[src/rtl/cpwm_pkg.sv]
`timescale 1ns/1ps
package cpwm_pkg;
   typedef enum logic {
      DIR_DOWN = 1'b0,
      DIR_UP   = 1'b1
   } cpwm_dir_e;

   localparam int unsigned CPWM_MIN_W = 2;
   localparam int unsigned CPWM_MAX_W = 32;
endpackage

[src/rtl/cpwm_timebase.sv]
`timescale 1ns/1ps
module cpwm_timebase
   import cpwm_pkg::*;
#(
   parameter int unsigned CNT_W = 16
) (
   input  logic             clk_i,
   input  logic             rst_ni,
   input  logic             en_i,
   input  logic [CNT_W-1:0] period_i,
   input  logic [CNT_W-1:0] phase_i,
   input  logic             phase_en_i,
   input  logic             sync_i,
   output logic [CNT_W-1:0] cnt_o,
   output cpwm_dir_e        dir_o,
   output logic             at_zero_o,
   output logic             at_peak_o
);
   localparam logic [CNT_W-1:0] ONE  = CNT_W'(1);
   localparam logic [CNT_W-1:0] ZERO = '0;

   logic [CNT_W-1:0] cnt_q, cnt_d;
   cpwm_dir_e        dir_q, dir_d;
   logic             period_zero;
   logic             load_phase;

   assign period_zero = (period_i == ZERO);
   assign load_phase  = sync_i && phase_en_i;

   always_comb begin
      cnt_d = cnt_q;
      dir_d = dir_q;
      if (load_phase) begin
         if (period_zero) begin
            cnt_d = ZERO;
            dir_d = DIR_UP;
         end else if (phase_i >= period_i) begin
            cnt_d = period_i;
            dir_d = DIR_DOWN;
         end else begin
            cnt_d = phase_i;
            dir_d = DIR_UP;
         end
      end else if (period_zero) begin
         cnt_d = ZERO;
         dir_d = DIR_UP;
      end else if (dir_q == DIR_UP) begin
         if (cnt_q >= period_i - ONE) begin
            cnt_d = period_i;
            dir_d = DIR_DOWN;
         end else begin
            cnt_d = cnt_q + ONE;
         end
      end else begin
         if (cnt_q <= ONE) begin
            cnt_d = ZERO;
            dir_d = DIR_UP;
         end else begin
            cnt_d = cnt_q - ONE;
         end
      end
   end

   always_ff @(posedge clk_i or negedge rst_ni) begin
      if (!rst_ni) begin
         cnt_q <= ZERO;
         dir_q <= DIR_UP;
      end else if (en_i) begin
         cnt_q <= cnt_d;
         dir_q <= dir_d;
      end
   end

   assign cnt_o     = cnt_q;
   assign dir_o     = dir_q;
   assign at_zero_o = (cnt_q == ZERO);
   assign at_peak_o = (cnt_q == period_i) && !period_zero;
endmodule

[src/rtl/cpwm_cmp_hold.sv]
`timescale 1ns/1ps
module cpwm_cmp_hold #(
   parameter int unsigned CNT_W     = 16,
   parameter bit          SHADOW_EN = 1'b1
) (
   input  logic             clk_i,
   input  logic             rst_ni,
   input  logic             en_i,
   input  logic             at_zero_i,
   input  logic [CNT_W-1:0] wdata_i,
   input  logic             we_i,
   output logic [CNT_W-1:0] cmp_act_o,
   output logic [CNT_W-1:0] cmp_eff_o
);
   logic [CNT_W-1:0] act_q;

   generate
      if (SHADOW_EN) begin : g_shadow
         logic [CNT_W-1:0] hold_q;
         always_ff @(posedge clk_i or negedge rst_ni) begin
            if (!rst_ni) begin
               hold_q <= '0;
            end else if (we_i) begin
               hold_q <= wdata_i;
            end
         end
         always_ff @(posedge clk_i or negedge rst_ni) begin
            if (!rst_ni) begin
               act_q <= '0;
            end else if (en_i && at_zero_i) begin
               act_q <= hold_q;
            end
         end
         // the value taken at zero already decides the zero clock itself
         assign cmp_eff_o = at_zero_i ? hold_q : act_q;
      end else begin : g_direct
         logic unused_ok;
         assign unused_ok = en_i ^ at_zero_i;
         always_ff @(posedge clk_i or negedge rst_ni) begin
            if (!rst_ni) begin
               act_q <= '0;
            end else if (we_i) begin
               act_q <= wdata_i;
            end
         end
         assign cmp_eff_o = act_q;
      end
   endgenerate

   assign cmp_act_o = act_q;
endmodule

[src/rtl/cpwm_action.sv]
`timescale 1ns/1ps
module cpwm_action
   import cpwm_pkg::*;
#(
   parameter int unsigned CNT_W = 16
) (
   input  logic             clk_i,
   input  logic             rst_ni,
   input  logic             en_i,
   input  logic [CNT_W-1:0] cnt_i,
   input  cpwm_dir_e        dir_i,
   input  logic [CNT_W-1:0] period_i,
   input  logic [CNT_W-1:0] cmp_i,
   output logic             pwm_o
);
   typedef enum logic [1:0] {
      ACT_HOLD  = 2'd0,
      ACT_CLEAR = 2'd1,
      ACT_SET   = 2'd2
   } act_e;

   act_e act;
   logic pwm_q;

   always_comb begin
      act = ACT_HOLD;
      if (cmp_i == '0) begin
         act = ACT_CLEAR;
      end else if (cmp_i >= period_i) begin
         act = ACT_SET;
      end else if (cnt_i == cmp_i) begin
         act = (dir_i == DIR_UP) ? ACT_CLEAR : ACT_SET;
      end
   end

   always_ff @(posedge clk_i or negedge rst_ni) begin
      if (!rst_ni) begin
         pwm_q <= 1'b0;
      end else if (en_i) begin
         unique case (act)
            ACT_CLEAR: pwm_q <= 1'b0;
            ACT_SET:   pwm_q <= 1'b1;
            default:   pwm_q <= pwm_q;
         endcase
      end
   end

   assign pwm_o = pwm_q;
endmodule

[src/rtl/cpwm_channel.sv]
`timescale 1ns/1ps
module cpwm_channel
   import cpwm_pkg::*;
#(
   parameter int unsigned CNT_W     = 16,
   parameter bit          SHADOW_EN = 1'b1
) (
   input  logic             clk_i,
   input  logic             rst_ni,
   input  logic             en_i,
   input  logic [CNT_W-1:0] period_i,
   input  logic [CNT_W-1:0] cmp_wdata_i,
   input  logic             cmp_we_i,
   input  logic [CNT_W-1:0] phase_i,
   input  logic             phase_en_i,
   input  logic             sync_i,
   output logic             pwm_o,
   output logic [CNT_W-1:0] cnt_o,
   output logic             dir_o,
   output logic             sync_o,
   output logic             peak_o
);
   generate
      if (CNT_W < CPWM_MIN_W || CNT_W > CPWM_MAX_W) begin : g_bad_width
         $error("cpwm_channel: CNT_W out of range");
      end
   endgenerate

   logic [CNT_W-1:0] cnt;
   cpwm_dir_e        dir;
   logic             at_zero;
   logic             at_peak;
   logic [CNT_W-1:0] cmp_act;
   logic [CNT_W-1:0] cmp_eff;

   cpwm_timebase #(.CNT_W(CNT_W)) u_tb (
      .clk_i      (clk_i),
      .rst_ni     (rst_ni),
      .en_i       (en_i),
      .period_i   (period_i),
      .phase_i    (phase_i),
      .phase_en_i (phase_en_i),
      .sync_i     (sync_i),
      .cnt_o      (cnt),
      .dir_o      (dir),
      .at_zero_o  (at_zero),
      .at_peak_o  (at_peak)
   );

   cpwm_cmp_hold #(.CNT_W(CNT_W), .SHADOW_EN(SHADOW_EN)) u_cmp (
      .clk_i     (clk_i),
      .rst_ni    (rst_ni),
      .en_i      (en_i),
      .at_zero_i (at_zero),
      .wdata_i   (cmp_wdata_i),
      .we_i      (cmp_we_i),
      .cmp_act_o (cmp_act),
      .cmp_eff_o (cmp_eff)
   );

   cpwm_action #(.CNT_W(CNT_W)) u_act (
      .clk_i    (clk_i),
      .rst_ni   (rst_ni),
      .en_i     (en_i),
      .cnt_i    (cnt),
      .dir_i    (dir),
      .period_i (period_i),
      .cmp_i    (cmp_eff),
      .pwm_o    (pwm_o)
   );

   assign cnt_o  = cnt;
   assign dir_o  = dir;
   assign sync_o = en_i && at_zero;
   assign peak_o = en_i && at_peak;
endmodule

[config.mk]
export PLATFORM = sky130hd
export DESIGN_NAME = cpwm_channel
export DESIGN_NICKNAME = d
export VERILOG_FILES = /design/src/rtl/cpwm_pkg.sv /design/src/rtl/cpwm_timebase.sv /design/src/rtl/cpwm_cmp_hold.sv /design/src/rtl/cpwm_action.sv /design/src/rtl/cpwm_channel.sv
export SDC_FILE = /design/constraint.sdc
export NUM_CORES = 1
export LEC_CHECK = 0
export BUFFER_PORTS_ARGS = -buffer_cell sky130_fd_sc_hd__buf_2
export CAP_MARGIN = 20
export CORE_MARGIN = 1
export CORE_UTILIZATION = 50
export CTS_CLUSTER_SIZE = 16
export DETAILED_ROUTE_END_ITERATION = 16
export PLACE_DENSITY = 0.78
export SYNTH_ARGS = -nofsm -noshare
export SYNTH_HDL_FRONTEND = slang
export SYNTH_SLANG_ARGS = --single-unit
export TNS_END_PERCENT = 5
[constraint.sdc]
create_clock -name clk_i -period 10.4 [get_ports clk_i]
set_input_delay 0.52 -clock clk_i [delete_from_list [all_inputs] [get_ports clk_i]]
set_output_delay 0.52 -clock clk_i [all_outputs]
set_load 0.1 [all_outputs]
==> metrics.yaml, run 1 <==
outcome: "finished clean"
timing.critical_path.max_delay_family: "simple AND/OR/NAND/NOR gates"
dp_hpwl_um: 15400
finalWorstPathRequiredPeriod_ps: 4360
critical_path_peak_fanout: 9
post-route-period-util: 0.419
largest_family_of_logic_cells_by_synthesized_area: "simple AND/OR/NAND/NOR gates"
avgRoutedWirePerCell_um: 22.9
number_of_enable_flip_flop_cells_after_synthesis: 0
cts_tree: "yes"
drv_cap: 0
worstPathBufferInverterCount: 2
post_cts_sizing: 0
num-fill-cells: 979
synth_simple_gate_area_frac: 0.217
timing.slew.headroom: 0.473
p_leak_nw: 2.68
place.port_buffers: 73
syn_nets: 774
slowest_stage: "sky130_fd_sc_hd__or4_4"
drtPass1Iterations: 6
layout-drive-gt1-share: 0.196
min_path_type: "input port to async pin"
worstPathRequired_ps: 10580
clk-insertion-delay-late_ps: 320
slew_viol_final: 0
critical_path.startpoint_type: "input port"
cts_inserted_buffers: 5
route.final.wire_length_um: 19700
report.power.total_w: 0.00127
globalRoute.totalOverflow: 0
area_delta_synth_final_pct: 10.2
synth_cells: 666
floorplan.die.width_um: 107
layout_common_cells: "sky130_fd_sc_hd__buf_2 (73), sky130_fd_sc_hd__nand2_1 (69), sky130_fd_sc_hd__ha_1 (54)"
synth-warning-count: 0
antenna_cells: 0
post_synth_mux_area_share: 0.0762
number_of_antenna_violating_nets_in_the_routed_design: 0
io-pin-count: 74
synth.distinct_cells: 73
worst_ir_drop_vdd_mv: 0.120
chip_height_um: 107
synth_area_leader_cell: "sky130_fd_sc_hd__dfrtp_1"
setup_repair_after_global_routing_missed_its_margin: "false"
first_global_vias: 5453
parity_gate_share_of_the_synthesized_area_counting_xor_and_xnor_cells: 0.0942
synthDominantCellAreaShare: 0.224
detail_route.vias_per_cell: 6.56
clock_tree.htree_level_count: 2
setup-tns-final_ps: 0
post_cts_hold_buffer_count: 0
layout.cells.most_common: "sky130_fd_sc_hd__buf_2"
core-area_sq_um: 10500
synth_compound_area_frac: 0.206
crit_type: "input port to register"
synth-async-reset-ratio: 1.00
number_of_antenna_violations_at_the_first_check_in_global_routing: 0
grt_use_total: 0.356
synth_fa_ha_area_frac: 0.123
pwr_density_cell_nw_per_um2: 209
routed-via-count: 5641
cts_root_buf: "sky130_fd_sc_hd__clkbuf_8"
fin_skew_ps: 9.53
synth_seq_area_share: 0.228
worst_setup_path_end_kind: "register"
replace_congestion: 1.00
critical_path_arrival_ps: 4540
clock-sinks: 50
grt_start_max_net_pins: 51
detail_route.drc_violations: 0
floorplan.die_area_sq_um: 11400
cts.path.max_buffers: 2
hold_violations: 0
start_util: 0.524
cts_post_setup_buffers_inserted: 0
critical_path_cell_sequence: "buf_2 -> inv_1 -> ha_1 -> nor3b_2 -> nand4_1 -> nor4_1 -> xnor2_1 -> ha_1 -> nand4_1 -> or4_4 -> o32ai_4 -> nor3_1 -> a2111oi_2 -> o41ai_2"
num_rows: 37
timing.critical_path.slowest_cell_delay_ps: 580
synthFlopType: "sky130_fd_sc_hd__dfrtp_1"
max_slew.worst_pin.slew_ps: 790
cts.clk_slew.worst_paths_ps: 110
first_pass_grt_wire_length_um: 30700
design.final.nets: 832
avgSynthCellArea_sq_um: 8.23
synth.cell_area_sq_um: 5480
synthTopCellsByArea: "sky130_fd_sc_hd__dfrtp_1 (22%), sky130_fd_sc_hd__ha_1 (12%), sky130_fd_sc_hd__mux2_2 (5.7%)"
finalSetupViolations: 0
dr_iter_0_viols: 619
postSynthRegisterBits: 50
fmax_mhz: 229
[registers in the layout, summed over array words and instances, names as in the netlist]
register,cells
u_cmp.cmp_act_o,16
u_cmp.g_shadow.hold_q,16
u_tb.cnt_o,16
u_act.pwm_o,1
u_tb.dir_o,1
[report_power, final]
part | internal (W) | total (W) | leakage [nW] | switching, W
clock | 0.0000481 | 0.000124 | 0.0450 | 0.0000755
sequential | 0.000231 | 0.000345 | 0.624 | 0.000114
combinational | 0.000243 | 0.000798 | 2.01 | 0.000554
total | 0.000522 | 0.00127 | 2.68 | 0.000744
[worst register-to-register path, delay by kind of cell, from the launching register on]
kind / cells / cell delay (ps)
compound gates: 6 / 1350
fa+ha+maj: 2 / 580
flops: 1 / 610
simple gates: 6 / 1670
[area by class of cell]
cell class,instances,area [sq um],share of cell area
well taps,136,170,0.0281
multi-input cells,542,3930,0.650
clock buffers,5,68.8,0.0114
clock inverters,2,17.5,0.00290
flip-flops and latches,50,1250,0.207
repair buffers,85,459,0.0760
inverters,40,150,0.0248
[metal layers]
layer	GRT usage	vias up	part of all wire	wire, um
met3	0.0450	70	0.095	1860
li1	-	2585	-	-
met5	0	-	0	0
met2	0.575	356	0.45	8790
met1	0.462	2630	0.40	7830
met4	0.190	0	0.060	1180
[synth_stat cells (21+ instances only)]
master	instances
sky130_fd_sc_hd__nand3_1	22
sky130_fd_sc_hd__xor2_1	24
sky130_fd_sc_hd__inv_1	39
sky130_fd_sc_hd__mux2_2	28
sky130_fd_sc_hd__nor2_1	36
sky130_fd_sc_hd__nor4_1	26
sky130_fd_sc_hd__nor3_1	21
sky130_fd_sc_hd__dfrtp_1	49
sky130_fd_sc_hd__xnor2_1	35
sky130_fd_sc_hd__ha_1	54
sky130_fd_sc_hd__nand2_1	69
sky130_fd_sc_hd__a21oi_1	30
sky130_fd_sc_hd__o21ai_0	36
[per-stage QoR]
| stage | hold slack (ps) | cell area, sq um | worst slack, ps | util | cells |
|---|---|---|---|---|---|
| floorplan | 224 | 5480 | 6420 | - | 666 |
| global placement | 511 | 5950 | 5860 | 0.569 | 852 |
| detailed placement | 496 | 5950 | 5760 | 0.569 | 852 |
| CTS | 343 | 6030 | 6080 | 0.577 | 859 |
| global route | 366 | 6050 | 5790 | 0.578 | 860 |
| finish | 314 | 6050 | 6040 | 0.578 | 860 |
[worst paths after layout]
check / from / slack (ps) / to / depth (start not counted)
worst max-delay path: period_i[1] / 6040 / u_tb.cnt_o[15] / 14
worst min-delay path: rst_ni / 310 / u_tb.cnt_o[8] / 2
worst max register to register: u_tb.cnt_o[11] / 6090 / u_act.pwm_o / 14
worst min register to register: u_act.pwm_o / 520 / u_act.pwm_o / 2
max in group asynchronous: rst_ni / 9630 / u_cmp.g_shadow.hold_q[14] / 2
min in group clk_i: cmp_wdata_i[12] / 410 / u_cmp.g_shadow.hold_q[12] / 3
[kinds of logic after synthesis]
group	count (synthesis)
flip-flops	50
buffers and inverters	74
AND/OR/NAND/NOR	233
AO/OA/AOI/OAI	158
XOR/XNOR	59
adder cells (fa/ha/maj)	54
multiplexers	38
Note: power is estimated with default switching activity, not from simulation.
==> inputs of run 2 (changes only) <==
--- a/config.mk
+++ b/config.mk
@@ -11,7 +11,7 @@
 export CORE_UTILIZATION = 50
 export CTS_CLUSTER_SIZE = 16
 export DETAILED_ROUTE_END_ITERATION = 16
-export PLACE_DENSITY = 0.78
+export PLACE_DENSITY = 0.81
 export SYNTH_ARGS = -nofsm -noshare
 export SYNTH_HDL_FRONTEND = slang
 export SYNTH_SLANG_ARGS = --single-unit
==> constraint.sdc (replaced) <==
create_clock -name clk_i -period 3.6 [get_ports clk_i]
set_input_delay 0.18 -clock clk_i [delete_from_list [all_inputs] [get_ports clk_i]]
set_output_delay 0.18 -clock clk_i [all_outputs]
set_load 0.1 [all_outputs]
==> run 2 against run 1 <==
  * Non-clock buffer count rose by 34
  * Critical path depth rose by 3
  * Largest power group unchanged
  * Hold slack got worse by 250 ps
  * Largest cell class unchanged
  * Count of clock-buffer cells in the layout rose by 1
  * Critical path type is now register to register
==> metrics.yaml, run 2 (synthesized netlist as in run 1, its figures left out) <==
crit_type: "register to register"
avgRoutedWirePerCell_um: 23.8
globalRoute.totalOverflow: 0
floorplan.die.width_um: 107
post-route-period-util: 0.982
cts.clk_slew.worst_paths_ps: 120
critical_path.startpoint_type: "register"
antenna_cells: 0
ff2ff_path_depth: 17
r2r-end: "u_act.pwm_o"
drtPass1Iterations: 6
cts_root_buf: "sky130_fd_sc_hd__clkbuf_8"
cts_tree: "yes"
area_delta_synth_final_pct: 16.8
layout.cells.most_common: "sky130_fd_sc_hd__buf_2"
fmax_mhz: 283
min_delay_worst_endpoint: "u_cmp.g_shadow.hold_q[12]"
place.port_buffers: 73
worstPathRequired_ps: 3810
first_global_vias: 5901
multi_input_comb_area_sq_um: 3970
num-fill-cells: 999
drv_cap: 0
first_pass_grt_wire_length_um: 32600
replace_congestion: 1.04
timing.rr.start: "u_tb.cnt_o[6]"
max_slew.worst_pin.slew_ps: 770
num_rows: 37
fin_skew_ps: 25.5
setup-tns-final_ps: 0
number_of_antenna_violations_at_the_first_check_in_global_routing: 0
worst-r2r-setup-slack_ps: 70
grt_start_max_net_pins: 31
start_util: 0.524
p_leak_nw: 2.84
layout-drive-gt1-share: 0.260
cts_inserted_buffers: 5
outcome: "finished clean"
dp_hpwl_um: 16500
fin_hold_ws_ps: 66.1
worst_ir_drop_vdd_mv: 0.365
min_path_type: "input port to register"
route.final.wire_length_um: 21300
number_of_antenna_violating_nets_in_the_routed_design: 0
grt_use_total: 0.381
dr_iter_0_viols: 760
cts.path.max_buffers: 2
hold_depth: 3
seqCellArea_sq_um: 1290
critical_path_peak_fanout: 8
routed-via-count: 5966
design.final.nets: 866
detail_route.drc_violations: 0
clock_tree.htree_level_count: 2
floorplan.die_area_sq_um: 11400
clk-insertion-delay-late_ps: 340
finalSetupViolations: 0
worstHoldStart: "cmp_wdata_i[12]"
hold_violations: 0
core-area_sq_um: 10500
chip_height_um: 107
critical_path_arrival_ps: 3750
detail_route.vias_per_cell: 6.67
finalWorstPathRequiredPeriod_ps: 3530
clock-sinks: 50
timing.slew.headroom: 0.487
layout_common_cells: "sky130_fd_sc_hd__buf_2 (73), sky130_fd_sc_hd__nand2_1 (69), sky130_fd_sc_hd__ha_1 (54)"
slew_viol_final: 0
worst_setup_path_end_kind: "register"
io-pin-count: 74
pwr_density_cell_nw_per_um2: 627
## run 2: changes by cell type in the layout (fill, tap and decap cells not counted), sizes merged
| cell | change |
|---|---|
| buf | +33 |
| bufinv | +1 |
| clkbuf | +1 |
| clkinvlp | +1 |
| dlygate4sd3 | +1 |
| inv | -2 |
## run 2: metrics by stage
step	instance area [sq um]	total power (W)	worst slack [ps]	util	instances
after floorplan	5550	0.00268	4.82	-	666
after global placement	6240	0.00343	-170	0.597	885
after detailed placement	6240	0.00349	-145	0.597	885
after CTS	6380	0.00392	3.67	0.609	894
after global routing	6410	0.00418	-20.9	0.612	895
final	6410	0.00402	65.7	0.612	895
## run 2: critical path, stage by stage (launching register included)
cell                      delay, ps
sky130_fd_sc_hd__dfrtp_4        520
sky130_fd_sc_hd__nor3_4         230
sky130_fd_sc_hd__buf_6          160
sky130_fd_sc_hd__and4_4         230
sky130_fd_sc_hd__and3_4         280
sky130_fd_sc_hd__buf_4          140
sky130_fd_sc_hd__nand2_1         40
sky130_fd_sc_hd__nand2_1        100
sky130_fd_sc_hd__ha_1           250
sky130_fd_sc_hd__a21o_1         180
sky130_fd_sc_hd__a21o_1         180
sky130_fd_sc_hd__a21oi_2        150
sky130_fd_sc_hd__o21ai_0        110
sky130_fd_sc_hd__a21oi_2        170
sky130_fd_sc_hd__a31oi_1        110
sky130_fd_sc_hd__ha_1           330
sky130_fd_sc_hd__o21ai_0        150
sky130_fd_sc_hd__nand2_1         70
## run 2: worst max-delay path by stage
stage	start	endpoint	slack, ps	depth (start not counted)
6_report	u_tb.cnt_o[6]	u_act.pwm_o	70	17
5_1_grt	u_tb.cnt_o[6]	u_act.pwm_o	-20	17
4_1_cts	u_tb.cnt_o[6]	u_act.pwm_o	4	15
3_5_place_dp	u_tb.cnt_o[6]	u_act.pwm_o	-150	15
3_3_place_gp	u_tb.cnt_o[6]	u_act.pwm_o	-170	15
2_1_floorplan	u_tb.cnt_o[6]	u_act.pwm_o	5	16
## run 2: repair_timing
item | CTS | global route
setup buffers | 0 | 1
hold buffers | 1 | 0
endpoints found under the setup margin | 1 | 1
cloned | 0 | 0
resized for setup | 4 | 9
endpoints found under the hold margin | 19 | 0
pin swaps | 0 | 4
## run 2: power breakdown
part	switching [W]	leakage, nW	internal, W
logic	0.00192	2.18	0.000828
registers	0.000143	0.606	0.000697
clock network	0.000223	0.0514	0.000208
## run 2: layout make-up
cell class,count,share of cell area
tap,136,0.0266
inverter,40,0.0234
multi-input combinational,542,0.620
sequential,50,0.201
clock inverter,2,0.00586
timing repair buffer,119,0.112
clock buffer,6,0.0113
## run 2: layer usage
metal | part of all wire | track usage | vias up
met3 | 0.092 | 0.0492 | 106
met5 | 0 | 0 | -
met1 | 0.38 | 0.473 | 2817
met2 | 0.45 | 0.623 | 393
met4 | 0.071 | 0.245 | 0
li1 | - | - | 2650
==> inputs of run 3 (changes only) <==
--- a/config.mk
+++ b/config.mk
@@ -5,7 +5,7 @@
 export SDC_FILE = /design/constraint.sdc
 export NUM_CORES = 1
 export LEC_CHECK = 0
-export BUFFER_PORTS_ARGS = -buffer_cell sky130_fd_sc_hd__buf_2
+export BUFFER_PORTS_ARGS = -buffer_cell sky130_fd_sc_hd__buf_4
 export CAP_MARGIN = 20
 export CORE_MARGIN = 1
 export CORE_UTILIZATION = 50
==> run 3 against run 2 <==
  * Register-to-register slack better by 40 ps
  * Design area increased by 3.2%
  * Routed wire length shrank 1.6%
  * Count of clock-buffer cells in the layout is the same
  * Critical path depth decreased by 2
  * Non-clock buffer count grew 1
  * Total power rose by 0.88%
  * Core utilization grew 2.0 points
  * Worst setup slack better by 35 ps
  * Critical endpoint unchanged
==> metrics.yaml, run 3 (synthesized netlist as in run 1, its figures left out) <==
postPlaceCellArea_sq_um: 6450
num-fill-cells: 952
critical_path_cell_sequence: "nor4_4 -> and4_4 -> and3_4 -> buf_12 -> mux2i_4 -> ha_1 -> nand2b_1 -> a21o_1 -> a21oi_2 -> o21ai_0 -> a21oi_2 -> a31oi_1 -> ha_1 -> o21ai_0 -> nand2_1"
internal_power_contribution_w: 0.00180
drtPass1Iterations: 6
final_util: 0.632
timing.critical_path.slowest_cell_delay_ps: 450
worstHoldStart: "cmp_wdata_i[12]"
power.share.sequential: 0.205
timing.rr.start: "u_tb.cnt_o[9]"
power.clock.fraction: 0.103
switching_share: 0.555
grt_start_max_net_pins: 51
number_of_antenna_violating_nets_in_the_routed_design: 0
groute.layer.met2.usage: 0.631
hold_violations: 0
outcome: "finished clean"
min_path_type: "input port to register"
dr_iter_0_viols: 498
cts_root_buf: "sky130_fd_sc_hd__clkbuf_8"
worstPathBufferInverterCount: 1
pwr_density_cell_nw_per_um2: 613
cts_inserted_buffers: 5
cts.path.max_buffers: 2
globalRoute.totalOverflow: 0
ff2ff_path_depth: 15
floorplan.die_area_sq_um: 11400
layout.cells.most_common: "sky130_fd_sc_hd__buf_4"
clk-insertion-delay-late_ps: 320
p_leak_nw: 2.90
fmax_mhz: 286
layout-drive-gt1-share: 0.261
num_rows: 37
critical_path.startpoint_type: "register"
detail_route.vias_per_cell: 6.60
cts_tree: "yes"
finalSetupViolations: 0
report.power.total_w: 0.00405
design.final.nets: 867
avgRoutedWirePerCell_um: 23.4
floorplan.die.width_um: 107
timing.critical_path.max_delay_family: "simple AND/OR/NAND/NOR gates"
cp-startpoint: "u_tb.cnt_o[9]"
chip_height_um: 107
cts.clk_slew.worst_paths_ps: 100
number_of_antenna_violations_at_the_first_check_in_global_routing: 0
critical_path_peak_fanout: 16
slowest_stage: "sky130_fd_sc_hd__dfrtp_2"
r2r-end: "u_act.pwm_o"
antenna_cells: 0
power_switching_w: 0.00225
setup_repair_after_global_routing_missed_its_margin: "false"
dp_hpwl_um: 16600
grt_busiest_layer: "met2"
start_util: 0.524
worst_ir_drop_vdd_mv: 0.370
timing.slew.headroom: 0.456
first_pass_grt_wire_length_um: 32800
clock_tree.htree_level_count: 2
area_delta_synth_final_pct: 20.6
worstSetupPathDepth: 15
layout_common_cells: "sky130_fd_sc_hd__buf_4 (118), sky130_fd_sc_hd__nand2_1 (69), sky130_fd_sc_hd__ha_1 (54)"
fin_skew_ps: 13.7
route.final.wire_length_um: 21000
drv_cap: 0
first_global_vias: 5932
grt_use_total: 0.381
place.port_buffers: 73
core-area_sq_um: 10500
global_route.usage.met1: 0.464
grt_use_met3: 0.0535
post-route-period-util: 0.972
io-pin-count: 74
routed-via-count: 5912
critical_path_arrival_ps: 3720
replace_congestion: 0.995
worstPathRequired_ps: 3820
crit_type: "register to register"
max_slew.worst_pin.slew_ps: 810
worst_setup_path_end_kind: "register"
layout.cell_area.non_filler_sq_um: 6610
share_comb_of_total_power: 0.691
critical_path_destination: "u_act.pwm_o"
worst-r2r-setup-slack_ps: 100
clock-sinks: 50
detail_route.drc_violations: 0
setup-tns-final_ps: 0
finalWorstPathRequiredPeriod_ps: 3500
slew_viol_final: 0
==> run 3: worst register-to-register path, delay by kind of cell, from the launching register on <==
kind                       cells  cell delay, ps
adders and majority gates      2             560
buffers and inverters          1             140
AOI/OAI and AO/OA              6             980
muxes                          1             240
and+or+nand+nor                5            1010
DFF                            1             450
==> run 3: worst min path at each step <==
stage	end	slack, ps	depth (start not counted)
detailed placement	u_tb.cnt_o[11]	250	1
floorplan	u_act.pwm_o	-120	0
global placement	u_tb.cnt_o[11]	250	1
CTS	u_cmp.g_shadow.hold_q[12]	80	3
global route	u_cmp.g_shadow.hold_q[3]	90	2
finish	u_cmp.g_shadow.hold_q[12]	80	3
==> run 3: final cells by class <==
class	instances	area [sq um]	area share
clock buffers	6	72.6	0.0110
inverters	40	150	0.0227
repair buffers	120	916	0.139
well taps	136	170	0.0257
flip-flops and latches	50	1290	0.195
clock inverters	2	37.5	0.00568
multi-input cells	542	3980	0.602
==> run 3: power by group through the flow <==
stage | Sequential, W | Combinational, W | Clock [W]
2_1_floorplan | 0.00141 | 0.00127 | 0
3_3_place_gp | 0.000827 | 0.00270 | 0
3_5_place_dp | 0.000828 | 0.00272 | 0
4_1_cts | 0.000823 | 0.00274 | 0.000426
5_1_grt | 0.000842 | 0.00297 | 0.000437
6_report | 0.000832 | 0.00280 | 0.000419
==> run 3: what timing repair did <==
action                                 CTS  global route
endpoints found under the hold margin   49             0
gates resized for setup                  5             3
buffers inserted                         0             1
hold buffers                             1             0
setup endpoints to repair                1             1
pin swaps                                3             5
==> run 3: metrics by stage <==
step                hold WS, ps  worst slack (ps)  cells
floorplan                  -116              4.82    666
global placement            249              -221    886
detailed placement          251              -187    886
CTS                        75.5              23.0    895
global route               85.1              9.30    896
finish                     76.9               101    896
==> run 3: routing by layer <==
layer,part of all wire,wire length [um]
met5,0,0
met4,0.065,1370
met3,0.076,1580
met2,0.46,9680
met1,0.40,8320
